===== src/rtl/nmi_ctx_pkg.sv =====
`timescale 1ns/1ps
package nmi_ctx_pkg;
  localparam int XLEN     = 32;
  localparam int PC_KEEP  = 26;
  localparam int PSW_KEEP = 8;
  localparam int CODE_W   = 16;

  typedef enum logic [1:0] {
    SR_NPC   = 2'd0,
    SR_NPSW  = 2'd1,
    SR_CAUSE = 2'd2,
    SR_NONE  = 2'd3
  } sr_idx_e;
endpackage


===== src/rtl/nmi_save_reg.sv =====
`timescale 1ns/1ps
// Save register with hardwired-zero upper bits; no reset by intent.
module nmi_save_reg #(
  parameter int W    = 32,
  parameter int KEEP = 26
) (
  input  logic         clk_i,
  input  logic         cap_i,
  input  logic [W-1:0] cap_d_i,
  input  logic         wr_i,
  input  logic [W-1:0] wr_d_i,
  output logic [W-1:0] q_o
);
  logic [KEEP-1:0] q;

  always_ff @(posedge clk_i) begin
    if (cap_i)     q <= cap_d_i[KEEP-1:0];
    else if (wr_i) q <= wr_d_i[KEEP-1:0];
  end

  generate
    if (KEEP < W) begin : g_pad
      assign q_o = {{(W-KEEP){1'b0}}, q};
    end else begin : g_full
      assign q_o = q;
    end
  endgenerate
endmodule


===== src/rtl/nmi_cause_reg.sv =====
`timescale 1ns/1ps
// Split cause register: half 1 = NMI code, half 0 = exception code.
module nmi_cause_reg #(
  parameter int HALF = 16
) (
  input  logic              clk_i,
  input  logic              rst_ni,
  input  logic [1:0]        we_i,
  input  logic [2*HALF-1:0] d_i,
  output logic [2*HALF-1:0] q_o
);
  generate
    for (genvar h = 0; h < 2; h++) begin : g_half
      logic [HALF-1:0] q;
      always_ff @(posedge clk_i or negedge rst_ni) begin
        if (!rst_ni)    q <= '0;
        else if (we_i[h]) q <= d_i[h*HALF +: HALF];
      end
      assign q_o[h*HALF +: HALF] = q;
    end
  endgenerate
endmodule


===== src/rtl/nmi_sr_rmux.sv =====
`timescale 1ns/1ps
module nmi_sr_rmux
  import nmi_ctx_pkg::*;
#(
  parameter int W = 32
) (
  input  logic [1:0]   idx_i,
  input  logic [W-1:0] npc_i,
  input  logic [W-1:0] npsw_i,
  input  logic [W-1:0] cause_i,
  output logic [W-1:0] rdata_o
);
  always_comb begin
    unique case (sr_idx_e'(idx_i))
      SR_NPC:   rdata_o = npc_i;
      SR_NPSW:  rdata_o = npsw_i;
      SR_CAUSE: rdata_o = cause_i;
      default:  rdata_o = '0;
    endcase
  end
endmodule


===== src/rtl/nmi_ctx_unit.sv =====
`timescale 1ns/1ps
module nmi_ctx_unit
  import nmi_ctx_pkg::*;
#(
  parameter int W        = XLEN,
  parameter int PCK      = PC_KEEP,
  parameter int PSWK     = PSW_KEEP,
  parameter int CW       = CODE_W
) (
  input  logic         clk_i,
  input  logic         rst_ni,
  input  logic         nmi_take_i,
  input  logic [W-1:0] nmi_next_pc_i,
  input  logic [W-1:0] nmi_alt_pc_i,
  input  logic         nmi_use_alt_i,
  input  logic [W-1:0] nmi_psw_i,
  input  logic [CW-1:0] nmi_code_i,
  input  logic         exc_take_i,
  input  logic [CW-1:0] exc_code_i,
  input  logic         reti_i,
  output logic         restore_valid_o,
  output logic [W-1:0] restore_pc_o,
  output logic [W-1:0] restore_psw_o,
  input  logic [1:0]   sr_idx_i,
  input  logic         sr_we_i,
  input  logic [W-1:0] sr_wdata_i,
  output logic [W-1:0] sr_rdata_o
);
  logic [W-1:0]    ret_pc;
  logic [W-1:0]    npc_q, npsw_q;
  logic [2*CW-1:0] cause_q;
  logic            wr_npc, wr_npsw;

  assign ret_pc  = nmi_use_alt_i ? nmi_alt_pc_i : nmi_next_pc_i;
  // capture has precedence over a same-cycle port write
  assign wr_npc  = sr_we_i && (sr_idx_e'(sr_idx_i) == SR_NPC)  && !nmi_take_i;
  assign wr_npsw = sr_we_i && (sr_idx_e'(sr_idx_i) == SR_NPSW) && !nmi_take_i;

  nmi_save_reg #(.W(W), .KEEP(PCK)) u_npc (
    .clk_i   (clk_i),
    .cap_i   (nmi_take_i),
    .cap_d_i (ret_pc),
    .wr_i    (wr_npc),
    .wr_d_i  (sr_wdata_i),
    .q_o     (npc_q)
  );

  nmi_save_reg #(.W(W), .KEEP(PSWK)) u_npsw (
    .clk_i   (clk_i),
    .cap_i   (nmi_take_i),
    .cap_d_i (nmi_psw_i),
    .wr_i    (wr_npsw),
    .wr_d_i  (sr_wdata_i),
    .q_o     (npsw_q)
  );

  nmi_cause_reg #(.HALF(CW)) u_cause (
    .clk_i  (clk_i),
    .rst_ni (rst_ni),
    .we_i   ({nmi_take_i, exc_take_i}),
    .d_i    ({nmi_code_i, exc_code_i}),
    .q_o    (cause_q)
  );

  nmi_sr_rmux #(.W(W)) u_rmux (
    .idx_i   (sr_idx_i),
    .npc_i   (npc_q),
    .npsw_i  (npsw_q),
    .cause_i (cause_q),
    .rdata_o (sr_rdata_o)
  );

  assign restore_valid_o = reti_i;
  assign restore_pc_o    = npc_q;
  assign restore_psw_o   = npsw_q;
endmodule


===== config.mk =====
export PLATFORM = sky130hd
export DESIGN_NAME = nmi_ctx_unit
export DESIGN_NICKNAME = d
export VERILOG_FILES = /design/src/rtl/nmi_ctx_pkg.sv /design/src/rtl/nmi_save_reg.sv /design/src/rtl/nmi_cause_reg.sv /design/src/rtl/nmi_sr_rmux.sv /design/src/rtl/nmi_ctx_unit.sv
export SDC_FILE = /design/constraint.sdc
export NUM_CORES = 1
export LEC_CHECK = 0
export CORE_MARGIN = 5
export CORE_UTILIZATION = 38
export CTS_CLUSTER_DIAMETER = 120
export DETAILED_ROUTE_END_ITERATION = 12
export PLACE_DENSITY = 0.92
export SLEW_MARGIN = 25
export SYNTH_ARGS = -nofsm -noshare
export SYNTH_HDL_FRONTEND = slang
export SYNTH_HIERARCHICAL = 1
export SYNTH_SLANG_ARGS = --single-unit
export TNS_END_PERCENT = 10

===== constraint.sdc =====
create_clock -name clk_i -period 1.72 [get_ports clk_i]
set_input_delay 0.43 -clock clk_i [delete_from_list [all_inputs] [get_ports clk_i]]
set_output_delay 0.43 -clock clk_i [all_outputs]
set_load 0.005 [all_outputs]

==> results <==
- The area enclosed by the die boundary is 0.0138 mm^2.
- The cell at the slowest stage of the critical path is sky130_fd_sc_hd__dlygate4sd2_1.
- The total number of vias is 3056.
- Entering global routing, the biggest net connects 27 pins.
- Data on the critical path is required at its endpoint by 1290 ps.
- The total DRC errors in the routed layout is 0.
- The total chip power is 5.61 mW.
- The number of nets in the final layout is 651.
- The cell count after synthesis is 284.
- The worst path in the final design needs a cycle of 1750 ps, including I/O delays and setup.
- The run finished, with violations left.
- During synthesis, Yosys emitted a total of 6 warnings.
- Across every metal layer, demand over resource in global routing totals 18.6%.
- The congestion estimate from routability-driven global placement came to 0.847.
- The master cell of the clock root buffer is sky130_fd_sc_hd__clkbuf_16.
- The post-placement cell area is 0.00627 mm^2.
- STA classifies the critical path startpoint as an input port.
- The floorplan has 39 rows.
- The I/O pin count is 266.
- The setup slack at placement is -352 ps.
- The first-pass GRT wire length is 20000 um.
- The number of global-route vias before repair is 3592.
- The fraction of power spent switching nets is 22.1%.
- The number of antenna violations at the first check in global routing is 1.
- The type of destination of the critical path is an output pin.
- The clock net in this run drives a total of 66 sinks.
- Compared with the post-synthesis result, the final layout area differs by 54.4%.
- Counting along the longest clock path gives a buffer depth of 2.
- The average cell area after synthesis is 15.4 um^2.
- The met3 routing resource usage after global routing is 5.05%.
- The width of the chip is 117 um.
- The initial core utilization is 38.6%.
- The area inside the core boundary is 0.0114 mm^2.
- The internal power of the cells totals 4.37 mW.
- The logic gate share of total power is 24.5%.
- The worst-case clock skew is 0 ps.
- The number of violations reported at the end of detailed-routing iteration 0 is 75.
- The clock latency on the worst-skew pair is 320 ps.
- The number of endpoints with negative hold slack in the final report was 0.
- For this run, the slowest stage of the critical path takes 270 ps.
- CTS built an H-tree with a depth of 3.
- The total standard cell area after synthesis is 0.00439 mm^2.
- The critical path is of the in2out type.
- The layout filler cell count is 877.
- Counting tap cells, the placed design contains a total of 609 instances.
- The routed design has 13100 um of wire.
- Buffers inserted to repair hold after CTS numbered 0.
- The HPWL after detailed placement is 10200 um.
- Dividing total power by cell area gives a power density of 828 mW/mm^2.
- The total negative setup slack is -32.4 ps.
- Per report_power, the clock group accounts for 40.3% of the total.
- Once layout is complete, the cells apart from fillers number 630.
- From bottom edge to top edge, the die measures 117 um.
- The via density per instance is 4.85.
- The arrival time at the worst endpoint is 1320 ps.
- The reported leakage power is 2.93 nW.
- Of all nets on the critical path, the largest fanout is 7.
- The final reports fail on setup timing.
- Derived from the worst setup path, the maximum achievable clock frequency is 0.571 GHz.
- The number of antenna diodes is 0.
- The total congestion overflow is 0.
- Setup violations remaining at the end of the flow were counted as 1.
- In this run the tool buffered the top-level ports with 191 buffer cells.
- The area of all placed cells without fillers is 0.00678 mm^2.
- Max-cap violations in this run came to 0.
- The met1 routing resource usage after global routing is 20.2%.
- In the final layout, the share of cells above drive strength 1 is 32.9%.
- Setup repair after global routing could not meet its margin everywhere.
- The busiest metal layer after global routing is met2.
- The max-slew violation count is 0.
- The share of the core filled with cells in the final layout is 59.6%.
- The count of nets left with antenna violations after detail routing is 0.
- In the finished design, the share of the clock period the worst path needs comes to 102%.
- The setup slack of the critical path after layout is -32.4 ps.
- For this run, global-route usage on met2 was measured as 33.1%.
- The worst hold slack across all endpoints is 3.63 ps.
- The analysis attributes to net switching a power of 1.24 mW.
- TritonCTS built the clock tree.
- Clock-pin slew was measured on the worst setup and hold paths at 60 ps.
- Across the VDD grid, the largest voltage drop is 0.599 mV.
- Traced cell by cell, the critical path runs through buf_16, buf_12, mux2i_1, o2bb2ai_2, dlygate4sd2_1.
- The number of clock buffers added by TritonCTS is 9.
- Per report_power, the sequential group accounts for 35.2% of the total.
- The class of the tightest hold or removal check is in2async.
- The number of detailed-routing iterations run before antenna repair is 4.
- In the final routed layout, each cell accounts on average for 20.8 um.
## what timing repair did
action	in CTS	in global routing
pin swaps	5	6
gates resized for setup	49	31
setup endpoints to repair	32	23
gates cloned	2	2
buffers inserted	1	0
## final timing paths
kind	slack (ps)	end	cells after the start	from
max in group asynchronous	1100	u_cause/g_half[0].q[13]	2	rst_ni
min in group clk_i	510	u_cause/g_half[1].q[0]	1	u_cause/g_half[1].q[0]
worst min register to register	510	u_cause/g_half[1].q[0]	1	u_cause/g_half[1].q[0]
worst min-delay path	4	u_cause/g_half[1].q[10]	1	rst_ni
worst max-delay path	-30	sr_rdata_o[3]	5	sr_idx_i[1]
worst max register to register	920	u_cause/g_half[0].q[4]	1	u_cause/g_half[0].q[4]
## sequential cells by signal, summed over array words and instances (netlist names)
| register | count |
|---|---|
| u_npsw/q | 8 |
| u_cause/g_half.q | 32 |
| u_npc/q | 26 |
## cell type report
cell class              count  area, um^2  share of cell area (%)
repair buffers            214        2240                    33.0
multi-input cells         191        2170                    32.0
flip-flops and latches     66        1820                    26.9
clock buffers              11         243                    3.58
well taps                 143         179                    2.64
clock inverters             5         125                    1.85
## cell usage in the layout (no fill, tap or decap), drive strengths merged
master and n:
clkdlybuf4s50 151, mux2 92, edfxtp 34, dfrtp 32
mux2i 32, o2bb2ai 32, conb 30, buf 26
clkbuf 19, clkdlybuf4s15 16, dlygate4sd2 10, bufinv 4
dlymetal6s2s 3, or2 2, nor4b 1, nor4bb 1
clkinv 1, nor2b 1
## power by group through the flow
stage | logic [mW] | registers (mW) | clock network [mW]
after floorplan | 0.683 | 1.97 | 0
after global placement | 1.35 | 1.99 | 0
after detailed placement | 1.38 | 2.00 | 0
after CTS | 1.36 | 1.97 | 2.32
after global routing | 1.46 | 2.00 | 2.38
final | 1.38 | 1.97 | 2.26
## worst max-delay path, delay by kind of cell
kind,cells,cell delay [ps]
buf+inv,3,560
mux,1,230
compound gates,1,90
## metal layers
metal	wire length (um)	part of all wire, %
met1	4920	38
met4	490	3.7
met2	6840	52
met3	845	6.4
met5	13	0.099
No activity file was read; power rests on OpenSTA's default activity.
